### src/rtl/spi_gap_pkg.sv
package spi_gap_pkg;
  localparam int WORD_W = 32;
  localparam int IDX_W  = $clog2(WORD_W);
  localparam int LEN_W  = 2;
  localparam int GAP_W  = 4;
  localparam int BYTE_IDX_W = 3;

  typedef enum logic [1:0] {ST_IDLE, ST_LEAD, ST_TRAIL, ST_GAP} phase_e;

  // number of bits carried by a length code: (code+1)*8
  function automatic logic [IDX_W:0] word_bits(input logic [LEN_W-1:0] code);
    return (IDX_W+1)'({code, 3'b000}) + (IDX_W+1)'(8);
  endfunction

  // idle half periods inserted between bytes: 2*g+1
  function automatic logic [GAP_W:0] gap_halves(input logic [GAP_W-1:0] g);
    return {g, 1'b1};
  endfunction
endpackage

### src/rtl/spi_half_tick.sv
module spi_half_tick #(
  parameter int HALF_CYC = 2
) (
  input  logic clk,
  input  logic rst_n,
  input  logic run,
  output logic tick
);
  localparam int CNT_W = $clog2(HALF_CYC) + 1;
  logic [CNT_W-1:0] cnt;

  assign tick = run && (cnt == CNT_W'(HALF_CYC - 1));

  always_ff @(posedge clk) begin
    if (!rst_n)            cnt <= '0;
    else if (!run || tick) cnt <= '0;
    else                   cnt <= cnt + 1'b1;
  end

  generate
    if (HALF_CYC > 1) begin : g_spacing
      // each half period spans HALF_CYC clocks, so ticks never touch
      p_tick_spacing_r4: assert property (@(posedge clk) disable iff (!rst_n)
        tick |=> !tick);
    end
  endgenerate
endmodule

### src/rtl/spi_gap_ctrl.sv
module spi_gap_ctrl
  import spi_gap_pkg::*;
(
  input  logic             clk,
  input  logic             rst_n,
  input  logic             start,
  input  logic             tick,
  input  logic [LEN_W-1:0] word_code,
  input  logic             gap_en,
  input  logic [GAP_W-1:0] gap_len,
  output phase_e           phase,
  output logic [IDX_W-1:0] bit_idx,
  output logic             load,
  output logic             sample,
  output logic             shift,
  output logic             done
);
  logic [IDX_W-1:0] last_idx_q;
  logic             gap_en_q;
  logic [GAP_W-1:0] gap_len_q;
  logic [GAP_W:0]   gap_cnt;
  logic             last_bit, byte_end;

  assign last_bit = (bit_idx == last_idx_q);
  assign byte_end = (bit_idx[BYTE_IDX_W-1:0] == '1);
  assign load     = start && (phase == ST_IDLE);
  assign sample   = tick && (phase == ST_LEAD);
  assign shift    = tick && (phase == ST_TRAIL) && !last_bit;

  always_ff @(posedge clk) begin
    if (!rst_n) begin
      phase      <= ST_IDLE;
      bit_idx    <= '0;
      last_idx_q <= '0;
      gap_en_q   <= 1'b0;
      gap_len_q  <= '0;
      gap_cnt    <= '0;
      done       <= 1'b0;
    end else begin
      done <= 1'b0;
      case (phase)
        ST_IDLE: if (start) begin
          phase      <= ST_LEAD;
          bit_idx    <= '0;
          last_idx_q <= IDX_W'(word_bits(word_code) - 1'b1);
          gap_en_q   <= gap_en;
          gap_len_q  <= gap_len;
        end
        ST_LEAD: if (tick) phase <= ST_TRAIL;
        ST_TRAIL: if (tick) begin
          if (last_bit) begin
            phase <= ST_IDLE;
            done  <= 1'b1;
          end else begin
            bit_idx <= bit_idx + 1'b1;
            if (byte_end && gap_en_q) begin
              phase   <= ST_GAP;
              gap_cnt <= gap_halves(gap_len_q) - 1'b1;
            end else begin
              phase <= ST_LEAD;
            end
          end
        end
        ST_GAP: if (tick) begin
          if (gap_cnt == '0) phase <= ST_LEAD;
          else               gap_cnt <= gap_cnt - 1'b1;
        end
        default: phase <= ST_IDLE;
      endcase
    end
  end

  p_done_pulse_r7: assert property (@(posedge clk) disable iff (!rst_n)
    done |=> !done);
  p_idx_bound_r1: assert property (@(posedge clk) disable iff (!rst_n)
    (phase != ST_IDLE) |-> (bit_idx <= last_idx_q));
  p_gap_at_byte_start_r6: assert property (@(posedge clk) disable iff (!rst_n)
    (phase == ST_GAP) |-> (bit_idx[BYTE_IDX_W-1:0] == '0 && bit_idx != '0 && gap_en_q));
  p_gap_count_r5: assert property (@(posedge clk) disable iff (!rst_n)
    (phase == ST_GAP) |-> (gap_cnt < gap_halves(gap_len_q)));
  p_start_ignored_r8: assert property (@(posedge clk) disable iff (!rst_n)
    (start && phase == ST_LEAD && !tick) |=> (phase == ST_LEAD && $stable(bit_idx)));
endmodule

### src/rtl/spi_shift.sv
module spi_shift
  import spi_gap_pkg::*;
(
  input  logic              clk,
  input  logic              rst_n,
  input  logic              load,
  input  logic [WORD_W-1:0] tx_word,
  input  logic              sample,
  input  logic              shift,
  input  logic [IDX_W-1:0]  bit_idx,
  input  logic              miso,
  output logic              mosi,
  output logic [WORD_W-1:0] rx_word
);
  logic [WORD_W-1:0] tx_q;
  logic [IDX_W-1:0]  rx_pos;

  assign rx_pos = IDX_W'(WORD_W - 1) - bit_idx;
  assign mosi   = tx_q[WORD_W-1];

  always_ff @(posedge clk) begin
    if (!rst_n) begin
      tx_q    <= '0;
      rx_word <= '0;
    end else if (load) begin
      tx_q    <= tx_word;
      rx_word <= '0;
    end else begin
      if (shift)  tx_q <= {tx_q[WORD_W-2:0], 1'b0};
      if (sample) rx_word[rx_pos] <= miso;
    end
  end

  p_mosi_hold_r2: assert property (@(posedge clk) disable iff (!rst_n)
    (!load && !shift) |=> $stable(mosi));
endmodule

### src/rtl/spi_gap_master.sv
module spi_gap_master
  import spi_gap_pkg::*;
#(
  parameter int HALF_CYC = 2
) (
  input  logic        clk,
  input  logic        rst_n,
  input  logic        start,
  input  logic [1:0]  word_len,
  input  logic        cpol,
  input  logic        gap_en,
  input  logic [3:0]  gap_len,
  input  logic [31:0] tx_word,
  input  logic        miso,
  output logic        sclk,
  output logic        mosi,
  output logic        ss_n,
  output logic        busy,
  output logic        done,
  output logic [31:0] rx_word
);
  phase_e           phase;
  logic [IDX_W-1:0] bit_idx;
  logic             load, sample, shift, tick, run, cpol_q;

  assign run  = (phase != ST_IDLE);
  assign ss_n = !run;
  assign busy = run;
  assign sclk = run ? (cpol_q ^ (phase == ST_TRAIL)) : cpol;

  always_ff @(posedge clk) begin
    if (!rst_n)    cpol_q <= 1'b0;
    else if (load) cpol_q <= cpol;
  end

  spi_half_tick #(.HALF_CYC(HALF_CYC)) u_tick (
    .clk(clk), .rst_n(rst_n), .run(run), .tick(tick)
  );

  spi_gap_ctrl u_ctrl (
    .clk(clk), .rst_n(rst_n), .start(start), .tick(tick),
    .word_code(word_len), .gap_en(gap_en), .gap_len(gap_len),
    .phase(phase), .bit_idx(bit_idx), .load(load), .sample(sample),
    .shift(shift), .done(done)
  );

  spi_shift u_shift (
    .clk(clk), .rst_n(rst_n), .load(load), .tx_word(tx_word),
    .sample(sample), .shift(shift), .bit_idx(bit_idx), .miso(miso),
    .mosi(mosi), .rx_word(rx_word)
  );

  p_gap_idle_r4: assert property (@(posedge clk) disable iff (!rst_n)
    (phase == ST_GAP) |-> (sclk == cpol_q));
  p_done_ss_r9: assert property (@(posedge clk) disable iff (!rst_n)
    done |-> (ss_n && !$past(ss_n)));
endmodule

### config.mk
export PLATFORM = sky130hd
export DESIGN_NAME = spi_gap_master
export DESIGN_NICKNAME = d
export VERILOG_FILES = /design/src/rtl/spi_gap_pkg.sv /design/src/rtl/spi_half_tick.sv /design/src/rtl/spi_gap_ctrl.sv /design/src/rtl/spi_shift.sv /design/src/rtl/spi_gap_master.sv
export SDC_FILE = /design/constraint.sdc
export NUM_CORES = 1
export LEC_CHECK = 0
export BUFFER_PORTS_ARGS = -buffer_cell sky130_fd_sc_hd__buf_4
export CAP_MARGIN = 25
export CELL_PAD_IN_SITES_DETAIL_PLACEMENT = 0
export CELL_PAD_IN_SITES_GLOBAL_PLACEMENT = 1
export CORE_MARGIN = 8
export CORE_UTILIZATION = 43
export CTS_CLUSTER_DIAMETER = 120
export DETAILED_ROUTE_END_ITERATION = 16
export GPL_TIMING_DRIVEN = 0
export PLACE_DENSITY_LB_ADDON = 0.2
export SETUP_SLACK_MARGIN = 0.4
export SYNTH_ARGS = -nofsm -noshare
export SYNTH_HDL_FRONTEND = slang
export SYNTH_SLANG_ARGS = --single-unit
### constraint.sdc
create_clock -name clk -period 2.9 [get_ports clk]
set_input_delay 0.29 -clock clk [delete_from_list [all_inputs] [get_ports clk]]
set_output_delay 0.29 -clock clk [all_outputs]
set_load 0.005 [all_outputs]
Yosys cells after proc, flatten, opt, wreduce, memory -nomap -nowiden
Index checks and enable logic that the tools add are counted.
{"block": "totals", "reg_bits": 90, "inputBits": 44, "output_inout_bits": 37, "wordCells": 84}
{"block": "classes", "n_addsub": 7, "n_lt_le_gt_ge": 2, "n_eq_ne": 14, "muxes": 25, "bitwise": 2, "reduce_logical": 23}
{"op": "$mux W32", "count": 2}
{"op": "$mux W5", "count": 8}
{"op": "$bwmux W32", "count": 1}
{"op": "$pmux W5 S2", "count": 2}
{"op": "$sub A5 B1 Y5 const B", "count": 3}
{"op": "$mux W2", "count": 7}
{"op": "$ne A2 B1 Y1 const B", "count": 5}
{"op": "$pmux W2 S4", "count": 1}
{"op": "$reduce_bool A2 Y1", "count": 4}
{"op": "$logic_and A1 B1 Y1", "count": 7}
{"op": "$lt A5 B6 Y1 const B", "count": 1}
{"op": "$ne A2 B2 Y1 const B", "count": 3}
{"op": "$reduce_and A6 Y1", "count": 1}
{"op": "$add A5 B1 Y5 const B", "count": 1}
{"op": "$add A5 B4 Y5 const B", "count": 1}
{"op": "$demux W1 S5", "count": 1}
{"op": "$eq A5 B5 Y1", "count": 1}
{"op": "$ge A5 B1 Y1 const B", "count": 1}
{"op": "$logic_not A5 Y1", "count": 1}
{"op": "$reduce_and A5 Y1", "count": 1}
{"op": "$sub A5 B5 Y5 const A", "count": 1}
{"op": "$eq A2 B1 Y1 const B", "count": 2}
{"op": "$eq A2 B2 Y1 const B", "count": 2}
{"op": "$reduce_and A4 Y1", "count": 1}
{"op": "11 further kinds", "count": 15}

Longest topological paths before layout
Gate-level depths: netlist of the first run.
{"block": "depth", "word_depth": 6, "ltp_mapped": 9, "ltp_nobuf": 6}

By module
From an unflattened synthesis of the first run, not the netlist that was laid out.
{"block": "unflattened", "hier_cells": 476, "hier_area_um2": 4216.5}
{"mod": "spi_shift", "instances": 1, "cells_each": 325, "area_each_um2": 2894.0, "seq_area_each_um2": 1281.2}
{"mod": "spi_gap_ctrl", "instances": 1, "cells_each": 137, "area_each_um2": 1169.9, "seq_area_each_um2": 420.4}
{"mod": "spi_half_tick", "instances": 1, "cells_each": 7, "area_each_um2": 88.8, "seq_area_each_um2": 40.0}
{"mod": "spi_gap_master", "instances": 1, "cells_each": 7, "area_each_um2": 63.8, "seq_area_each_um2": 20.0}

Worst setup path before layout of the first run
OpenSTA, ideal clock, no wires.
{"block": "synth_timing", "path_kind": "reg2reg", "start": "reg u_ctrl.phase[0]", "end": "reg u_ctrl.gap_cnt[2]", "setup_ps": 92, "arrival_ps": 1871, "required_ps": 2808, "path_slack_ps": 937, "stages_incl_launch_ff": 8, "n_path_buf": 1, "period_less_slack_ps": 1963, "cell_sequence": "dfxtp_1 -> inv_1 -> ha_1 -> or2b_2 -> a21o_1 -> or3b_1 -> buf_2 -> o32ai_1"}
{"block": "synth_between", "elab_chain_len": 4, "word_cells_on_any_way": 12, "classes_between": "eq/ne: 7; mux: 1; reduce/logical: 4"}
{"element": "start, declared", "line_no": "spi_gap_ctrl.sv:11", "source": "output phase_e phase,"}
{"element": "start signal, assigned", "line_no": "spi_gap_ctrl.sv:32", "source": "phase <= ST_IDLE;"}
{"element": "start signal, assigned", "line_no": "spi_gap_ctrl.sv:43", "source": "phase <= ST_LEAD;"}
{"element": "start signal, assigned", "line_no": "spi_gap_ctrl.sv:49", "source": "ST_LEAD: if (tick) phase <= ST_TRAIL;"}
{"element": "$reduce_bool A2 Y1", "line_no": "spi_gap_master.sv:26", "source": "assign run = (phase != ST_IDLE);"}
{"element": "$logic_and A1 B1 Y1", "line_no": "spi_half_tick.sv:12", "source": "assign tick = run && (cnt == CNT_W'(HALF_CYC - 1));"}
{"element": "$ne A2 B1 Y1 (no source line)"}
{"element": "$reduce_and A6 Y1 (no source line)"}
{"element": "end signal, assigned", "line_no": "spi_gap_ctrl.sv:58", "source": "gap_cnt <= gap_halves(gap_len_q) - 1'b1;"}
{"element": "end signal, assigned", "line_no": "spi_gap_ctrl.sv:66", "source": "else gap_cnt <= gap_cnt - 1'b1;"}
{"element": "end, declared", "line_no": "spi_gap_ctrl.sv:21", "source": "logic [GAP_W:0] gap_cnt;"}
Several ways; a longest one is shown, not always the timed one.
A chain may end at the register's enable or synchronous reset.

Final worst setup path of the first run
{"block": "layout_timing", "start": "reg u_ctrl.bit_idx[1]", "end": "reg u_ctrl.gap_cnt[2]"}
{"block": "layout_between", "elab_chain_len": 4, "word_cells_on_any_way": 6, "classes_between": "eq/ne: 4; reduce/logical: 2"}
{"element": "start, declared", "line_no": "spi_gap_ctrl.sv:12", "source": "output logic [IDX_W-1:0] bit_idx,"}
{"element": "start signal, assigned", "line_no": "spi_gap_ctrl.sv:55", "source": "bit_idx <= bit_idx + 1'b1;"}
{"element": "$eq A3 B3 Y1", "line_no": "spi_gap_ctrl.sv:25", "source": "assign byte_end = (bit_idx[BYTE_IDX_W-1:0] == '1);"}
{"element": "$logic_and A1 B1 Y1", "line_no": "spi_gap_ctrl.sv:56", "source": "if (byte_end && gap_en_q) begin"}
{"element": "$ne A2 B1 Y1 (no source line)"}
{"element": "$reduce_and A6 Y1 (no source line) (*)"}
Every way passes the cells marked *; elsewhere a longest branch is shown, timed or not.

==> flow_metrics.tcl, run 1 <==
set metrics [dict create \
    status "completed" \
    clkLatencyLatePin_ns 0.36 \
    cts_tree "yes" \
    grt_pass1_wl_um 19210 \
    drt-initial-drc-count 260 \
    synth-simple-area-share_pct 19.13 \
    vias 4174 \
    worstPathArrival_ns 2.50 \
    grt_pass1_vias 4067 \
    crit_type "reg -> reg" \
    fin_crit_sh_pct 76.90 \
    leakagePower_uw 0.001886 \
    gp_congestion 0.8203 \
    vias_per_cell 5.435 \
    drt_pass1_iterations 6 \
    nets 685 \
    rsz0062_at_grt "false" \
    powerDensity_nw_per_um2 633.1 \
    synth_seq_area_share_pct 42.36 \
    startpoint_type "flip-flop" \
    crit_fanout 7 \
    netlist_area_um2 4159 \
    maxCapViolCount 0 \
    synth_fa_ha_area_share_pct 3.309 \
    finalSetupTns_ns 0 \
    die_y_um 114.3 \
    clock_path_buffers 2 \
    pwr-share-comb_pct 25.7 \
    ys_types 45 \
    routedWlPerCell_um 14.90 \
    internal_power_uw 2220 \
    post-dp-hpwl_um 8197 \
    synth_area_leader_cell "dfxtp_1" \
    core_um2 9594 \
    synth_xor_area_share_pct 0.6318 \
    ir_drop_mv 0.2951 \
    n_antenna_cell 0 \
    die_x_um 114.3 \
    slew_violations 0 \
    tightest_slew_ns 0.8857 \
    areaGrowthSynthToFinish_pct 24.31 \
    num_io_pins 81 \
    required_ns 3.17 \
    seq_power_share_pct 42.7 \
    ys_warn_count 0 \
    drive_above_1_share_pct 17.17 \
    clock.fmax_ghz 0.4484 \
    htree_levels 3 \
    cts_setup_buffers 0 \
    setup_viol 0 \
    cts_buffers 9 \
    clock-root-buffer "clkbuf_8" \
    grtUsageTotal_pct 17.89 \
    slew_headroom_pct 40.82 \
    setup_ws_ns 0.6699 \
    portBuffers 80 \
    dieArea_um2 13070 \
    synthesis.nets 594 \
    period_needed_ns 2.230 \
    synth_compound_area_share_pct 28.01 \
    place_ws_ns 0.6406 \
    grt_overflow 0 \
    p_sw_uw 1053 \
    clk_pin_slew_ns 0.09 \
    antenna_found_initial 0 \
    yosys.area.top_type_share_pct 42.36 \
    hold_path_class "in -> reg" \
    synthTopCellsByArea "dfxtp_1, a21oi_1, o21ai_0" \
    rows 36 \
    ys_ff_latch 88 \
    final_antenna_net_count 0 \
    drt-total-wl_um 11440 \
    cp-end-kind "flip-flop" \
    pwr-share-clk_pct 31.6 \
    post-route-drc-count 0 \
    skew_ns 0.009647 \
    synthMuxAreaShare_pct 0.4813 \
    avgSynthCellArea_um2 7.716 \
    synth_top_family_by_area "compound AO/OA/AOI/OAI gates" \
    syn_inst 539 \
    initial_core_util_pct 43.35 \
    cts.sinks 88 \
    swShare_pct 32.17 \
    hold_violations 0 \
    grt_max_degree 16 \
]
-- power by group through the flow --
stage / registers (µW) / logic [µW] / clock network (µW)
2_1_floorplan: 1410 / 573 / 0
3_3_place_gp: 1420 / 822 / 0
3_5_place_dp: 1430 / 839 / 0
4_1_cts: 1400 / 841 / 1060
5_1_grt: 1410 / 949 / 1110
6_report: 1400 / 841 / 1030
-- area by class of cell --
cell class	instances	area [µm²]
clock buffer	9	123.9
buffer	50	206.4
multi-input combinational	388	2145
tap	133	166.4
fill	990	4424
sequential	88	1762
clock inverter	7	117.6
inverter	13	48.80
timing repair buffer	80	600.6
-- worst paths after layout --
check	startpoint	end	slack [ns]	depth (start not counted)
setup reg to reg	u_ctrl.bit_idx[1]	u_ctrl.gap_cnt[2]	0.67	7
hold / removal	gap_len[3]	u_ctrl.gap_len_q[3]	0.18	3
setup / recovery	u_ctrl.bit_idx[1]	u_ctrl.gap_cnt[2]	0.67	7
hold reg to reg	u_tick.cnt[0]	u_tick.cnt[0]	0.42	1
-- cells in the final DEF, fill, tap and decap left out, types with 3 or more instances in the layout --
master	synthesis	layout
dfxtp_1	88	88
buf_2	5	5
nor3b_1	3	3
and4b_1	4	4
nor2b_1	3	3
o211ai_1	6	6
xnor2_1	3	3
nor2_1	18	18
o32ai_1	3	3
buf_4	0	80
nand4b_1	4	4
nand3_1	31	31
nand2_1	80	80
a31oi_1	32	32
ha_1	11	11
a21oi_1	77	77
o21ai_0	75	75
buf_1	4	3
clkbuf_1	40	39
nor3_1	4	4
clkbuf_8	1	10
bufinv_16	0	3
inv_1	13	13
-- layer usage --
| layer | share of wire (%) | global-route usage [%] | vias to the layer above |
|---|---|---|---|
| met5 | 0 | 0 | - |
| met4 | 2.1 | 8.252 | 0 |
| met3 | 5.5 | 3.586 | 20 |
| met2 | 47 | 29.10 | 117 |
| met1 | 46 | 22.26 | 1929 |
| li1 | - | - | 2108 |
-- metrics by stage --
step	area, µm²	utilization [%]	total power (µW)	instances	hold WS (ns)
after floorplan	4159	-	1982	539	0.3974
after global placement	4926	51.34	2242	752	0.4072
after detailed placement	4926	51.34	2264	752	0.4148
after CTS	5167	53.86	3299	768	0.1586
after global routing	5170	53.89	3475	768	0.1718
final	5170	53.89	3273	768	0.1763
-- timing repair --
action                                 CTS  global route
setup endpoints to repair                0             3
hold buffers                             0             0
resized for setup                        0             3
endpoints found under the hold margin    0             0
-- critical path: stages, from the launching register on --
cell     delay, ns
dfxtp_1       0.48
ha_1          0.34
ha_1          0.22
nand3_1       0.11
a21o_1        0.20
or3b_1        0.37
buf_2         0.17
o32ai_1       0.26
-- synthesized netlist by cell type --
cell type and count:
a21o_1 1, a21oi_1 77, a221oi_1 2, a222oi_1 2, a31oi_1 32, a41oi_1 2, and2_1 2, and3_1 1
and3b_1 1, and4_4 1, and4b_1 4, buf_1 4, buf_2 5, clkbuf_1 40, clkbuf_8 1, dfxtp_1 88
ha_1 11, inv_1 13, mux2i_1 2, nand2_1 80, nand2b_1 2, nand3_1 31, nand3b_1 2, nand4_1 1
nand4b_1 4, nor2_1 18, nor2b_1 3, nor3_1 4, nor3b_1 3, nor4_2 1, o2111ai_1 2, o211a_1 1
o211ai_1 6, o211ai_2 1, o21ai_0 75, o22ai_1 1, o311ai_0 1, o31ai_1 2, o32ai_1 3, or2b_2 1
or3_1 2, or3b_1 1, or4_1 1, or4b_4 1, xnor2_1 3
-- sequential cells by signal (all words and copies together), names as in the netlist --
register,cells
cpol_q,1
u_ctrl.bit_idx,5
u_ctrl.done,1
u_ctrl.gap_cnt,5
u_ctrl.gap_en_q,1
u_ctrl.gap_len_q,4
u_ctrl.last_idx_q,3
u_ctrl.phase,2
u_shift.rx_word,32
u_shift.tx_q,32
u_tick.cnt,2
-- kinds of logic after synthesis --
family                     after synthesis
DFF                                     88
and+or+nand+nor                        164
muxes                                    2
xor gates and xnor gates                 3
adders and majority gates               11
buffers and inverters                   63
AOI/OAI and AO/OA                      208
(Power assumes the default switching activity.)
==> inputs of run 2 (changes only) <==
--- a/config.mk
+++ b/config.mk
@@ -10,7 +10,7 @@
 export CELL_PAD_IN_SITES_DETAIL_PLACEMENT = 0
 export CELL_PAD_IN_SITES_GLOBAL_PLACEMENT = 1
 export CORE_MARGIN = 8
-export CORE_UTILIZATION = 43
+export CORE_UTILIZATION = 36
 export CTS_CLUSTER_DIAMETER = 120
 export DETAILED_ROUTE_END_ITERATION = 16
 export GPL_TIMING_DRIVEN = 0
==> constraint.sdc (replaced) <==
create_clock -name clk -period 1.8 [get_ports clk]
set_input_delay 0.18 -clock clk [delete_from_list [all_inputs] [get_ports clk]]
set_output_delay 0.18 -clock clk [all_outputs]
set_load 0.005 [all_outputs]
==> run 2 against run 1 <==
The run now ends with negative setup slack left. Routed wire length rose by 24%. Via count rose by 8.2%. Critical path type unchanged. Clock skew barely moved.
==> flow_metrics.tcl, run 2 (synthesized netlist as in run 1, its figures left out) <==
set metrics [dict create \
    final_cell_mix "buf_4, dfxtp_1, a21oi_1" \
    ir_drop_mv 0.5340 \
    worstPathArrival_ns 2.08 \
    antenna_found_initial 0 \
    setup_ws_ns -0.07525 \
    cpMaxStageDelayCell "dfxtp_4" \
    leakagePower_uw 0.002545 \
    fin_util_pct 61.53 \
    cts.sinks 88 \
    cpMostUsedCell "buf_4" \
    drt-initial-drc-count 272 \
    finalSetupTns_ns -0.1852 \
    nets 732 \
    clkLatencyLatePin_ns 0.34 \
    dieArea_um2 15250 \
    grt_max_degree 16 \
    vias_per_cell 5.475 \
    rsz0062_at_grt "true" \
    grt_pass1_wl_um 21590 \
    period_needed_ns 1.875 \
    gp_congestion 0.8288 \
    die_y_um 123.5 \
    cts_buffers 9 \
    pwr-share-clk_pct 25.9 \
    required_ns 2.00 \
    startpoint_type "flip-flop" \
    cts_tree "yes" \
    maxCapViolCount 0 \
    seq_power_share_pct 34.0 \
    violations "negative setup slack" \
    initial_core_util_pct 36.58 \
    clock.fmax_ghz 0.5333 \
    postCtsHoldBufs 0 \
    drt_pass1_iterations 5 \
    clock-root-buffer "clkbuf_16" \
    internal_power_uw 4482 \
    die_x_um 123.5 \
    p_sw_uw 2326 \
    core_um2 11370 \
    pwr-share-comb_pct 40.1 \
    hold_violations 0 \
    fin_crit_sh_pct 104.2 \
    drive_above_1_share_pct 50.15 \
    portBuffers 80 \
    reg_top3 "u_shift.rx_word x32, u_shift.tx_q x32" \
    vias 4517 \
    final_antenna_net_count 0 \
    areaGrowthSynthToFinish_pct 68.20 \
    post-route-drc-count 0 \
    clk_pin_slew_ns 0.07 \
    grt_pass1_vias 4295 \
    path_cells "inv_4, ha_4, clkbuf_16, or3_1, a222oi_1, buf_4, buf_4, o31ai_1" \
    tightest_slew_ns 0.7310 \
    htree_levels 3 \
    num_io_pins 81 \
    swShare_pct 34.17 \
    crit_type "reg -> reg" \
    cp-end-kind "flip-flop" \
    clock_path_buffers 2 \
    num-fill-cells 962 \
    final_common_cell "buf_4" \
    crit_fanout 5 \
    rows 39 \
    routedWlPerCell_um 17.13 \
    setup_viol 4 \
    slew_violations 0 \
    slew_headroom_pct 51.27 \
    cp_top_family "buffers and inverters" \
    grt_overflow 0 \
    drt-total-wl_um 14130 \
    cp_num_buf_inv 4 \
    grtUsageTotal_pct 17.59 \
    n_antenna_cell 0 \
    skew_ns 0.009279 \
    powerDensity_nw_per_um2 973.2 \
    cpPeakStageDelay_ns 0.37 \
    post-dp-hpwl_um 8510 \
    status "finished with violations" \
    hold_path_class "in -> reg" \
]
==> run 2: cell count changes in the layout (fill, tap and decap cells not counted), sizes merged <==
cell and change:
clkbuf +1, bufinv -3, clkinv -1, buf +47
clkinvlp +3
==> run 2: cell type report <==
| cell class | instances | area (µm²) | share of cell area [%] |
|---|---|---|---|
| Buffer | 50 | 560.5 | 8.013 |
| Clock buffer | 10 | 229.0 | 3.273 |
| Clock inverter | 6 | 42.54 | 0.6081 |
| Inverter | 13 | 53.80 | 0.7691 |
| Multi-Input combinational cell | 388 | 3025 | 43.25 |
| Sequential cell | 88 | 1778 | 25.42 |
| Tap cell | 143 | 178.9 | 2.558 |
| Timing Repair Buffer | 127 | 1127 | 16.12 |
==> run 2: timing repair <==
item,in CTS,in global routing
pin swaps,54,45
setup buffers,26,10
gates resized for setup,155,127
setup endpoints to repair,88,91
cloned,10,1
==> run 2: power by group through the flow <==
stage | registers [µW] | logic (µW) | clock network [µW]
after global routing | 2340 | 2930 | 1870
after global placement | 2300 | 1450 | 0
after detailed placement | 2310 | 1470 | 0
after floorplan | 2280 | 1030 | 0
final | 2320 | 2730 | 1760
after CTS | 2280 | 2340 | 1790
==> run 2: path summary, 6_finish.rpt <==
path	cells after the start	startpoint	slack, ns	endpoint
hold reg to reg	1	u_tick.cnt[0]	0.43	u_tick.cnt[0]
setup / recovery	8	u_ctrl.phase[0]	-0.08	u_ctrl.phase[0]
setup reg to reg	8	u_ctrl.phase[0]	-0.08	u_ctrl.phase[0]
hold / removal	3	gap_len[2]	0.08	u_ctrl.gap_len_q[2]
==> run 2: tightest hold or removal path: cells and delay by family <==
family	cells	cell delay, ns
buf+inv	1	0.11
simple gates	1	0.04
compound gates	1	0.04
==> run 2: routing by layer <==
metal  share of wire [%]  global-route usage [%]  up-vias
li1                    -                       -     2223
met1                  44                   22.33     2163
met2                  49                   29.57      108
met3                 4.7                   3.014       23
met4                 2.2                   5.869        0
met5                   0                       0        -
==> run 2: stage by stage <==
stage / cell area, µm² / setup slack, ns / total power, µW / cells / hold slack, ns
floorplan: 4385 / 0.03871 / 3309 / 539 / 0.3160
global placement: 5165 / -0.1354 / 3751 / 762 / 0.4105
detailed placement: 5165 / -0.1606 / 3780 / 762 / 0.4232
CTS: 6404 / -0.02193 / 6411 / 814 / 0.08211
global route: 6995 / -0.1458 / 7141 / 825 / 0.07921
finish: 6995 / -0.07525 / 6808 / 825 / 0.07977
